### src/rtl/mw_pkg.sv
package mw_pkg;

  typedef enum logic [2:0] {
    ST_IDLE  = 3'd0,
    ST_CSS   = 3'd1,
    ST_SETUP = 3'd2,
    ST_HIGH  = 3'd3,
    ST_LOW   = 3'd4,
    ST_CSH   = 3'd5
  } mw_state_t;

  // Leading zero, start bit, read opcode (1,0)
  localparam logic [3:0] MW_READ_LEAD = 4'b0110;

  function automatic int mw_max(input int a, input int b);
    return (a > b) ? a : b;
  endfunction

endpackage

### src/rtl/mw_sync.sv
module mw_sync #(
  parameter int STAGES = 2
) (
  input  logic clk,
  input  logic rst_n,
  input  logic d_i,
  output logic q_o
);

  generate
    if (STAGES <= 1) begin : g_single
      logic q_r;
      always_ff @(posedge clk or negedge rst_n) begin
        if (!rst_n) q_r <= 1'b0;
        else        q_r <= d_i;
      end
      assign q_o = q_r;
    end else begin : g_chain
      logic [STAGES-1:0] q_r;
      always_ff @(posedge clk or negedge rst_n) begin
        if (!rst_n) q_r <= '0;
        else        q_r <= {q_r[STAGES-2:0], d_i};
      end
      assign q_o = q_r[STAGES-1];
    end
  endgenerate

endmodule

### src/rtl/mw_phase_timer.sv
module mw_phase_timer #(
  parameter int W = 8
) (
  input  logic         clk,
  input  logic         rst_n,
  input  logic         load_i,
  input  logic [W-1:0] load_val_i,
  output logic         expired_o
);

  logic [W-1:0] cnt_q, cnt_d;
  logic         cnt_en;

  assign expired_o = (cnt_q == '0);

  always_comb begin
    cnt_en = 1'b0;
    cnt_d  = cnt_q;
    if (load_i) begin
      cnt_en = 1'b1;
      cnt_d  = load_val_i;
    end else if (!expired_o) begin
      cnt_en = 1'b1;
      cnt_d  = cnt_q - 1'b1;
    end
  end

  always_ff @(posedge clk or negedge rst_n) begin
    if (!rst_n)      cnt_q <= '0;
    else if (cnt_en) cnt_q <= cnt_d;
  end

endmodule

### src/rtl/mw_frame_shifter.sv
module mw_frame_shifter #(
  parameter int ADDR_W = 4,
  parameter int PAD_W  = 2,
  parameter int DATA_W = 16,
  localparam int CMD_W = 4 + PAD_W + ADDR_W
) (
  input  logic              clk,
  input  logic              rst_n,
  input  logic              cmd_load_i,
  input  logic [ADDR_W-1:0] addr_i,
  input  logic              cmd_shift_i,
  output logic              cmd_msb_o,
  output logic              cmd_next_o,
  input  logic              rx_cap_i,
  input  logic              rx_bit_i,
  output logic [DATA_W-1:0] rx_word_o
);

  logic [CMD_W-1:0]  cmd_q, cmd_d;
  logic              cmd_en;
  logic [DATA_W-1:0] rx_q, rx_d;

  always_comb begin
    cmd_en = cmd_load_i | cmd_shift_i;
    if (cmd_load_i) cmd_d = {mw_pkg::MW_READ_LEAD, {PAD_W{1'b0}}, addr_i};
    else            cmd_d = {cmd_q[CMD_W-2:0], 1'b0};
  end

  always_ff @(posedge clk or negedge rst_n) begin
    if (!rst_n)      cmd_q <= '0;
    else if (cmd_en) cmd_q <= cmd_d;
  end

  assign cmd_msb_o  = cmd_q[CMD_W-1];
  assign cmd_next_o = cmd_q[CMD_W-2];

  assign rx_d = {rx_q[DATA_W-2:0], rx_bit_i};

  always_ff @(posedge clk or negedge rst_n) begin
    if (!rst_n)        rx_q <= '0;
    else if (rx_cap_i) rx_q <= rx_d;
  end

  assign rx_word_o = rx_q;

endmodule

### src/rtl/mw_eeprom_reader.sv
module mw_eeprom_reader #(
  parameter int ADDR_W      = 4,
  parameter int PAD_W       = 2,
  parameter int DATA_W      = 16,
  parameter int SYNC_STAGES = 2,
  parameter int CSS_CYC     = 125,
  parameter int DIS_CYC     = 50,
  parameter int SKH_CYC     = 250,
  parameter int SKL_CYC     = 250,
  parameter int CSH_CYC     = 125
) (
  input  logic              clk,
  input  logic              rst_n,
  input  logic              start_i,
  input  logic [ADDR_W-1:0] addr_i,
  output logic              busy_o,
  output logic              done_o,
  output logic [DATA_W-1:0] rdata_o,
  output logic              ee_cs_o,
  output logic              ee_sk_o,
  output logic              ee_di_o,
  input  logic              ee_do_i
);
  import mw_pkg::*;

  localparam int CMD_W   = 4 + PAD_W + ADDR_W;
  localparam int TOT_W   = CMD_W + DATA_W;
  localparam int BIT_W   = $clog2(TOT_W + 1);
  localparam int MAX_CYC = mw_max(mw_max(mw_max(CSS_CYC, DIS_CYC), mw_max(SKH_CYC, SKL_CYC)), CSH_CYC);
  localparam int TMR_W   = $clog2(MAX_CYC + 1);
  localparam logic [BIT_W-1:0] CMD_BITS = BIT_W'(CMD_W);
  localparam logic [BIT_W-1:0] LAST_BIT = BIT_W'(TOT_W - 1);
  localparam logic [TMR_W-1:0] T_CSS = TMR_W'(CSS_CYC - 1);
  localparam logic [TMR_W-1:0] T_DIS = TMR_W'(DIS_CYC - 1);
  localparam logic [TMR_W-1:0] T_SKH = TMR_W'(SKH_CYC - 1);
  localparam logic [TMR_W-1:0] T_SKL = TMR_W'(SKL_CYC - 1);
  localparam logic [TMR_W-1:0] T_CSH = TMR_W'(CSH_CYC - 1);

  mw_state_t        state_q, state_d;
  logic [BIT_W-1:0] bit_q, bit_d;
  logic             cs_q, cs_d, sk_q, sk_d, di_q, di_d, done_q, done_d;
  logic             tmr_load, tmr_exp;
  logic [TMR_W-1:0] tmr_val;
  logic             cmd_load, cmd_shift, cmd_msb, cmd_next;
  logic             rx_cap, do_sync;
  logic             in_data;

  mw_sync #(.STAGES(SYNC_STAGES)) u_sync (
    .clk(clk), .rst_n(rst_n), .d_i(ee_do_i), .q_o(do_sync)
  );

  mw_phase_timer #(.W(TMR_W)) u_timer (
    .clk(clk), .rst_n(rst_n), .load_i(tmr_load), .load_val_i(tmr_val),
    .expired_o(tmr_exp)
  );

  mw_frame_shifter #(.ADDR_W(ADDR_W), .PAD_W(PAD_W), .DATA_W(DATA_W)) u_shift (
    .clk(clk), .rst_n(rst_n),
    .cmd_load_i(cmd_load), .addr_i(addr_i), .cmd_shift_i(cmd_shift),
    .cmd_msb_o(cmd_msb), .cmd_next_o(cmd_next),
    .rx_cap_i(rx_cap), .rx_bit_i(do_sync), .rx_word_o(rdata_o)
  );

  assign in_data = (bit_q >= CMD_BITS);

  // Next-state logic
  always_comb begin
    state_d   = state_q;
    bit_d     = bit_q;
    cs_d      = cs_q;
    sk_d      = sk_q;
    di_d      = di_q;
    done_d    = 1'b0;
    tmr_load  = 1'b0;
    tmr_val   = '0;
    cmd_load  = 1'b0;
    cmd_shift = 1'b0;
    rx_cap    = 1'b0;
    unique case (state_q)
      ST_IDLE: begin
        if (start_i) begin
          state_d  = ST_CSS;
          cs_d     = 1'b1;
          bit_d    = '0;
          cmd_load = 1'b1;
          tmr_load = 1'b1;
          tmr_val  = T_CSS;
        end
      end
      ST_CSS: begin
        if (tmr_exp) begin
          state_d  = ST_SETUP;
          di_d     = cmd_msb;
          tmr_load = 1'b1;
          tmr_val  = T_DIS;
        end
      end
      ST_SETUP: begin
        if (tmr_exp) begin
          state_d  = ST_HIGH;
          sk_d     = 1'b1;
          tmr_load = 1'b1;
          tmr_val  = T_SKH;
        end
      end
      ST_HIGH: begin
        if (tmr_exp) begin
          state_d  = ST_LOW;
          sk_d     = 1'b0;
          rx_cap   = in_data;
          tmr_load = 1'b1;
          tmr_val  = T_SKL;
        end
      end
      ST_LOW: begin
        if (tmr_exp) begin
          bit_d     = bit_q + 1'b1;
          cmd_shift = ~in_data;
          tmr_load  = 1'b1;
          if (bit_q == LAST_BIT) begin
            state_d = ST_CSH;
            cs_d    = 1'b0;
            di_d    = 1'b0;
            tmr_val = T_CSH;
          end else begin
            state_d = ST_SETUP;
            di_d    = ((bit_q + 1'b1) < CMD_BITS) ? cmd_next : 1'b0;
            tmr_val = T_DIS;
          end
        end
      end
      ST_CSH: begin
        if (tmr_exp) begin
          state_d = ST_IDLE;
          done_d  = 1'b1;
        end
      end
      default: state_d = ST_IDLE;
    endcase
  end

  // State registers
  always_ff @(posedge clk or negedge rst_n) begin
    if (!rst_n) begin
      state_q <= ST_IDLE;
      bit_q   <= '0;
      cs_q    <= 1'b0;
      sk_q    <= 1'b0;
      di_q    <= 1'b0;
      done_q  <= 1'b0;
    end else begin
      state_q <= state_d;
      bit_q   <= bit_d;
      cs_q    <= cs_d;
      sk_q    <= sk_d;
      di_q    <= di_d;
      done_q  <= done_d;
    end
  end

  assign busy_o  = (state_q != ST_IDLE);
  assign done_o  = done_q;
  assign ee_cs_o = cs_q;
  assign ee_sk_o = sk_q;
  assign ee_di_o = di_q;

  // Assertions
  a_r2_sk_needs_cs: assert property (@(posedge clk) disable iff (!rst_n)
    ee_sk_o |-> ee_cs_o);
  a_r3_di_stable_high: assert property (@(posedge clk) disable iff (!rst_n)
    (state_q == ST_HIGH) |-> $stable(ee_di_o));
  a_r5_di_low_data: assert property (@(posedge clk) disable iff (!rst_n)
    (in_data && (state_q == ST_SETUP || state_q == ST_HIGH)) |-> !ee_di_o);
  a_r7_done_cs_low: assert property (@(posedge clk) disable iff (!rst_n)
    done_o |-> (!ee_cs_o && !ee_sk_o));
  a_r7_done_pulse: assert property (@(posedge clk) disable iff (!rst_n)
    done_o |=> !done_o);
  a_r10_cs_in_busy: assert property (@(posedge clk) disable iff (!rst_n)
    ee_cs_o |-> busy_o);
  a_r10_done_ends_busy: assert property (@(posedge clk) disable iff (!rst_n)
    done_o |-> !busy_o);
  a_r8_busy_holds_state: assert property (@(posedge clk) disable iff (!rst_n)
    (busy_o && start_i && state_q == ST_CSS && !tmr_exp) |=> (state_q == ST_CSS));

endmodule

### config.mk
export PLATFORM = sky130hd
export DESIGN_NAME = mw_eeprom_reader
export DESIGN_NICKNAME = d
export VERILOG_FILES = /design/src/rtl/mw_pkg.sv /design/src/rtl/mw_sync.sv /design/src/rtl/mw_phase_timer.sv /design/src/rtl/mw_frame_shifter.sv /design/src/rtl/mw_eeprom_reader.sv
export SDC_FILE = /design/constraint.sdc
export NUM_CORES = 1
export LEC_CHECK = 0
export ABC_AREA = 1
export BUFFER_PORTS_ARGS = -buffer_cell sky130_fd_sc_hd__buf_2
export CAP_MARGIN = 40
export CORE_UTILIZATION = 52
export CTS_CLUSTER_DIAMETER = 30
export DETAILED_ROUTE_END_ITERATION = 7
export PLACE_DENSITY_LB_ADDON = 0.05
export SYNTH_ARGS = -nofsm -noshare
export SYNTH_HDL_FRONTEND = slang
export SYNTH_HIERARCHICAL = 1
export SYNTH_SLANG_ARGS = --single-unit
### constraint.sdc
create_clock -name clk -period 2.05 [get_ports clk]
set_input_delay 0.3075 -clock clk [delete_from_list [all_inputs] [get_ports clk]]
set_output_delay 0.3075 -clock clk [all_outputs]
set_load 0.005 [all_outputs]
; After elaboration in Yosys (flattened, before gate mapping)
; Cells that the tools add are included.
[word_totals]
reg_bits = 48
input_bits = 8
out_inout_bits = 21
[op_classes]
add_sub_neg = 2
magnitude_cmp = 2
n_eq_ne = 14
muxes = 43
n_bitwise = 2
reduce_logical = 14
[op_table]
columns = operator, n
row1 = 8-bit case mux with 4 select lines, 1
row2 = 8-bit 2-to-1 mux, 3
row3 = 3-bit 2-to-1 mux, 7
row4 = 7-bit 2-to-1 mux, 3
row5 = 1-bit 2-to-1 mux, 19
row6 = 3-bit case mux with 6 select lines, 1
row7 = "2-bit inequality test, second input constant", 8
row8 = 10-bit 2-to-1 mux, 1
row9 = 5-bit 2-to-1 mux, 2
row10 = 5-bit case mux with 2 select lines, 1
row11 = 3-bit AND reduction, 3
row12 = 8-bit zero test, 1
row13 = 1-bit case mux with 2 select lines, 4
row14 = "8-bit by 1-bit subtractor with 8-bit output, second input constant", 1
row15 = "3-bit by 2-bit == test with 1-bit output, second input constant", 2
row16 = "3-bit == test, second input constant", 2
row17 = 6-bit 2-to-1 mux, 1
row18 = 6-bit AND reduction, 1
row19 = 2-bit nonzero test, 3
row20 = "5-bit by 1-bit adder with 5-bit output, second input constant", 1
row21 = "5-bit == test, second input constant", 1
row22 = "5-bit by 4-bit greater-or-equal comparator with 1-bit output, second input constant", 1
row23 = "5-bit by 4-bit less-than comparator with 1-bit output, second input constant", 1
row24 = 4-bit AND reduction, 1
row25 = other kinds (8), 8

; Longest topological paths before layout
[depth]
ltp_word = 6
ltp_mapped = 16
depth_no_buf = 15

; By module
; Netlist, hierarchy kept.
[by_module_without_submodules]
columns = module, instances, cells_per_inst, area_per_inst_um2
row1 = mw_frame_shifter, 1, 110, 1021.0
row2 = mw_eeprom_reader, 1, 108, 845.8
row3 = mw_phase_timer, 1, 64, 508.0
row4 = mw_sync, 1, 2, 50.0

; Worst setup path before layout
; Ideal clock, no wire load.
[synth_path]
path_kind = reg2reg
from = register u_timer.cnt_q[0]
to = register u_timer.cnt_q[7]
setup_ns = 0.113
arrival_ns = 2.107
required_time_ns = 1.937
slack_ns = -0.170
stages_incl_launch_ff = 16
path_buffers = 1
period_less_slack_ns = 2.220
cell_sequence = dfrtp_1 inv_1 ha_1 inv_2 nor2_4 nand3_4 nor2_4 inv_1 nor3_4 nor2_4 nand2_1 buf_4 inv_1 or2_2 nand2_1 inv_1
[synth_between]
elab_chain_len = 5
[synth_lines]
columns = item, line_no
row1 = start: declaration, mw_phase_timer.sv:11  ; logic [W-1:0] cnt_q, cnt_d;
row2 = start signal: assignment, mw_phase_timer.sv:30  ; else if (cnt_en) cnt_q <= cnt_d;
row3 = 8-bit zero test (*), mw_phase_timer.sv:14  ; assign expired_o = (cnt_q == '0);
row4 = net tmr_exp, mw_eeprom_reader.sv:42  ; logic tmr_load, tmr_exp;
row5 = 1-bit 2-to-1 mux (*), --
row6 = 1-bit case mux with 2 select lines (*), mw_eeprom_reader.sv:79  ; unique case (state_q)
row7 = net tmr_load, mw_eeprom_reader.sv:42
row8 = 2-bit inequality test (no source line) / 1-bit 2-to-1 mux (equally long branches), --
row9 = 2-bit AND reduction (no source line), --
; Mark *: on every way through the listed nets, which the timed path passes. The rest lies on a longest branch. The select of a mux whose other input is x is not followed.
; A chain may end at the register's enable or synchronous reset.

; Worst setup path in the final report
[layout_path]
from = register u_timer.cnt_q[0]
to = register u_shift.cmd_q[9]
[layout_between]
elab_chain_len = 4
[layout_lines]
columns = item, line_no
row1 = 8-bit zero test, mw_phase_timer.sv:14
row2 = net tmr_exp, mw_eeprom_reader.sv:42
row3 = 1-bit 2-to-1 mux, mw_eeprom_reader.sv:116  ; if (tmr_exp) begin
row4 = 1-bit 2-to-1 mux, mw_eeprom_reader.sv:79
row5 = net cmd_shift, mw_eeprom_reader.sv:44  ; logic cmd_load, cmd_shift, cmd_msb, cmd_next;
row6 = 1-bit bitwise OR, mw_frame_shifter.sv:24  ; cmd_en = cmd_load_i | cmd_shift_i;
row7 = end signal: assignment, mw_frame_shifter.sv:31  ; else if (cmd_en) cmd_q <= cmd_d;
row8 = end: declaration, mw_frame_shifter.sv:19  ; logic [CMD_W-1:0] cmd_q, cmd_d;
; The timed path passes the listed nets, and every way through them passes these cells.

==> metrics.md <==
| Metric | Value |
|---|---|
| Status | `finished clean` |
| Avg Vias per Cell | `5.003` |
| Num rows | `24` |
| Highest attainable clock frequency | `500.8 MHz` |
| Cell count after placement | `365` |
| CTS tree | `yes` |
| Gp weighted congestion | `0.8690` |
| Setup slack of the most critical reg-to-reg path | `0.05 ns` |
| Seq/Total Area, Yosys | `49.54%` |
| Aggregate negative setup slack | `0 ns` |
| Instance area at placement | `2679 um2` |
| Endpoint required time on the critical path | `2.23 ns` |
| Net Count, Synth | `296` |
| Highest ir drop seen on vdd | `0.3505 mV` |
| Cells taking the most area after synthesis | `sky130_fd_sc_hd__dfrtp_1 50%, sky130_fd_sc_hd__nand2_1 11%, sky130_fd_sc_hd__inv_1 5.1%, sky130_fd_sc_hd__o21ai_0 4.7%, sky130_fd_sc_hd__nand3_1 3.3%` |
| Worst flop-to-flop path startpoint | `u_timer/cnt_q[0]` |
| Full die area | `4940 um2` |
| Router iterations before antenna repair | `4` |
| Global-route layer with the greatest usage | `met2` |
| Met2 usage in global routing | `32.49%` |
| Maximum Capacitance Violations | `0` |
| Remaining design rule violation count | `0` |
| Die width | `70.29 um` |
| Hold Crit Depth | `1` |
| Core region area | `4414 um2` |
| Hold Violations, Final | `0` |
| Worst endpoint data arrival time | `2.18 ns` |
| Unique cell type count in the Yosys netlist | `33` |
| Maximum clock insertion buffer count | `2` |
| Overall power consumption | `0.002303 W` |
| R2R cell count | `14` |
| Met1 Usage GRT | `26.36%` |
| Headroom to the max-slew limit | `64.03%` |
| First-pass GRT wire length | `7693 um` |
| Met3 global-route usage | `4.329%` |
| Most used standard cell by instance count after synthesis | `sky130_fd_sc_hd__nand2_1` |
| Mapped Avg Cell Area | `8.538 um2` |
| Final min period | `1.997 ns` |
| Number of placed I/O pins | `29` |
| Starting density of the core | `54.93%` |
| Clock-pin transition on the worst setup and hold timing paths | `0.09 ns` |
| Count of final max-slew check failures | `0` |
| Yosys top cell by area | `sky130_fd_sc_hd__dfrtp_1` |
| Worst hold-check path type | `in -> reg` |
| H-tree depth reported by CTS | `2` |
| Flop and latch count out of synthesis | `48` |
| Predominant post-synthesis flop cell | `sky130_fd_sc_hd__dfrtp_1` |
| Count of flip-flops with a built-in enable after synthesis | `0` |
| Via count of the first global-routing pass | `1735` |
| Clock root cell | `sky130_fd_sc_hd__clkbuf_8` |
| Remaining Overflow, GRT | `0` |
| Area delta synth->final | `22.60%` |
| Largest net degree at the start of global routing | `27` |
| Number of nets in the final layout | `346` |
| Post-DR wirelength/cell | `11.98 um` |
| Final setup violating endpoints | `0` |
| Number of antenna violations at the first check in global routing | `0` |
| Worst-path maximum fanout | `8` |
| Area share of the leading cell type in the synthesized netlist | `49.54%` |
| Count of input and output buffers | `28` |
| Global-route total usage across every layer | `19.85%` |
| First-iteration detailed-routing DRC count | `110` |
| Cell types with the highest counts after synthesis | `69 x sky130_fd_sc_hd__nand2_1, 48 x sky130_fd_sc_hd__dfrtp_1, 33 x sky130_fd_sc_hd__inv_1` |
| Leakage power | `1.507 nW` |
| PwrDens | `774.7 nW/um2` |
| End of the worst hold path | `u_sync/g_chain.q_r[0]` |
| Clock insertion delay at the later pin of the skew report | `0.30 ns` |
| Total half-perimeter wirelength after legalization and detailed placement | `3220 um` |
| Setup repair after global routing missed its margin | `true` |
| Worst clock skew | `0.005960 ns` |
| Post-detailed-route count of antenna-violating nets | `0` |
| Antenna cells | `0` |
| Total via count in the routed design | `1936` |
| Async set-or-reset flop fraction in the synthesized netlist | `100.0%` |
| Final period util | `97.41%` |
| Post-Syn Instances | `284` |
| Final instance count without filler cells | `387` |
| Transition time at the pin with the least slew margin | `0.5396 ns` |
| Number of warning messages in the yosys log | `6` |
| Layout cell share with drive strength beyond 1 | `33.13%` |
| Worst setup path category | `reg -> reg` |
| Die H | `70.29 um` |
| Design area | `2973 um2` |
| Capturing element type of the critical path | `flip-flop` |
| Cell area after synthesis | `2425 um2` |
| Critical path startpoint category | `flip-flop` |
| Final Routed Wirelength | `4635 um` |
| Sink count of the clock tree | `48` |
| Number of CTS-inserted buffers | `5` |
| Startpoint of the lowest-slack hold path | `ee_do_i` |
| Worst R2R End | `u_shift/cmd_q[9]` |
-- cell usage in the layout, fill, tap and decap left out, types with 2 or more instances in the layout --
cell type | Yosys | routed
sky130_fd_sc_hd__nand2_1 | 69 | 65
sky130_fd_sc_hd__dfrtp_1 | 48 | 48
sky130_fd_sc_hd__inv_1 | 33 | 28
sky130_fd_sc_hd__buf_2 | 5 | 28
sky130_fd_sc_hd__o21ai_0 | 23 | 21
sky130_fd_sc_hd__nand3_1 | 16 | 16
sky130_fd_sc_hd__buf_4 | 1 | 16
sky130_fd_sc_hd__nor2_2 | 4 | 11
sky130_fd_sc_hd__inv_2 | 7 | 10
sky130_fd_sc_hd__nor2_1 | 18 | 10
sky130_fd_sc_hd__a21oi_1 | 12 | 10
sky130_fd_sc_hd__nor2_4 | 7 | 8
sky130_fd_sc_hd__nand2_2 | 3 | 7
sky130_fd_sc_hd__clkbuf_8 | 0 | 6
sky130_fd_sc_hd__o22ai_1 | 5 | 5
sky130_fd_sc_hd__o21ai_1 | 4 | 5
sky130_fd_sc_hd__buf_6 | 1 | 4
sky130_fd_sc_hd__inv_4 | 1 | 3
sky130_fd_sc_hd__nand4_1 | 3 | 3
sky130_fd_sc_hd__ha_1 | 4 | 3
sky130_fd_sc_hd__xor2_1 | 3 | 3
sky130_fd_sc_hd__nand2_8 | 1 | 2
sky130_fd_sc_hd__nor3_4 | 1 | 2
sky130_fd_sc_hd__nor3_1 | 3 | 2
sky130_fd_sc_hd__clkinvlp_4 | 0 | 2
sky130_fd_sc_hd__a21oi_2 | 0 | 2
sky130_fd_sc_hd__o21ai_2 | 2 | 2
-- worst max-delay path by stage --
| stage | startpoint | depth (start not counted) | endpoint |
|---|---|---|---|
| after floorplan | u_timer/cnt_q[1] | 13 | u_shift/rx_word_o[10] |
| after global placement | u_timer/cnt_q[1] | 14 | u_timer/cnt_q[7] |
| after detailed placement | u_timer/cnt_q[1] | 13 | u_shift/rx_word_o[14] |
| after CTS | u_timer/cnt_q[1] | 13 | u_shift/rx_word_o[14] |
| after global routing | u_timer/cnt_q[0] | 15 | u_timer/cnt_q[0] |
| final | u_timer/cnt_q[0] | 14 | u_shift/cmd_q[9] |
-- metal layers --
| layer | routed length, um | up-vias |
|---|---|---|
| li1 | - | 999 |
| met5 | 0 | - |
| met2 | 2199 | 38 |
| met3 | 187 | 7 |
| met4 | 51 | 0 |
| met1 | 2197 | 892 |
-- sequential cells by signal, summed over array words and instances (netlist names) --
name                cells
u_shift/rx_word_o      16
u_shift/cmd_q          10
ee_sk_o                 1
state_q                 3
u_sync/g_chain.q_r      2
done_o                  1
u_timer/cnt_q           8
bit_q                   5
ee_cs_o                 1
ee_di_o                 1
-- cells by family after synthesis --
kind of cell | share of synthesized area [%]
adders and majority gates | 2.064
buffers and inverters | 8.256
xor gates and xnor gates | 1.445
AOI/OAI and AO/OA | 10.58
and+or+nand+nor | 27.97
other | 0.1547
DFF | 49.54
-- power by group --
part,switching (W),internal [W],total (W)
clock,0.000318,0.000273,0.000591
combinational,0.000298,0.000218,0.000516
sequential,0.000132,0.00106,0.00120
-- critical path: stages, from the launching register on --
cell and delay, ns:
sky130_fd_sc_hd__dfrtp_1 0.39, sky130_fd_sc_hd__inv_2 0.09, sky130_fd_sc_hd__ha_4 0.15, sky130_fd_sc_hd__inv_2 0.04, sky130_fd_sc_hd__nor2_4 0.12, sky130_fd_sc_hd__nand3_4 0.11, sky130_fd_sc_hd__nor2_4 0.17, sky130_fd_sc_hd__buf_4 0.13
sky130_fd_sc_hd__buf_4 0.12, sky130_fd_sc_hd__nand2_8 0.08, sky130_fd_sc_hd__nor2_4 0.12, sky130_fd_sc_hd__buf_6 0.14, sky130_fd_sc_hd__nor2_4 0.06, sky130_fd_sc_hd__nand2_1 0.08, sky130_fd_sc_hd__o21ai_0 0.08
-- area by class of cell --
cell class	instances	area [um2]
clock buffer	6	82.58
clock inverter	2	15.01
fill	372	1441
inverter	41	161.4
multi-input combinational	188	1112
sequential	48	1201
tap	52	65.06
timing repair buffer	50	335.3
-- metrics by stage --
stage | setup slack (ns) | hold WS [ns] | util [%]
after global placement | 0.05235 | 0.3262 | 60.69
after detailed placement | 0.03785 | 0.3267 | 60.69
after global routing | -0.06919 | 0.08783 | 67.35
after floorplan | 0.01044 | 0.01191 | -
final | 0.05311 | 0.1106 | 67.35
after CTS | 0.01516 | 0.09872 | 63.12
-- timing repair --
action / CTS / global route
buffers inserted: 0 / 11
hold buffers: 1 / 0
endpoints found under the setup margin: 0 / 29
resized for setup: 0 / 31
hold endpoints to repair: 15 / 0
Power figures use the tool's default switching activity.
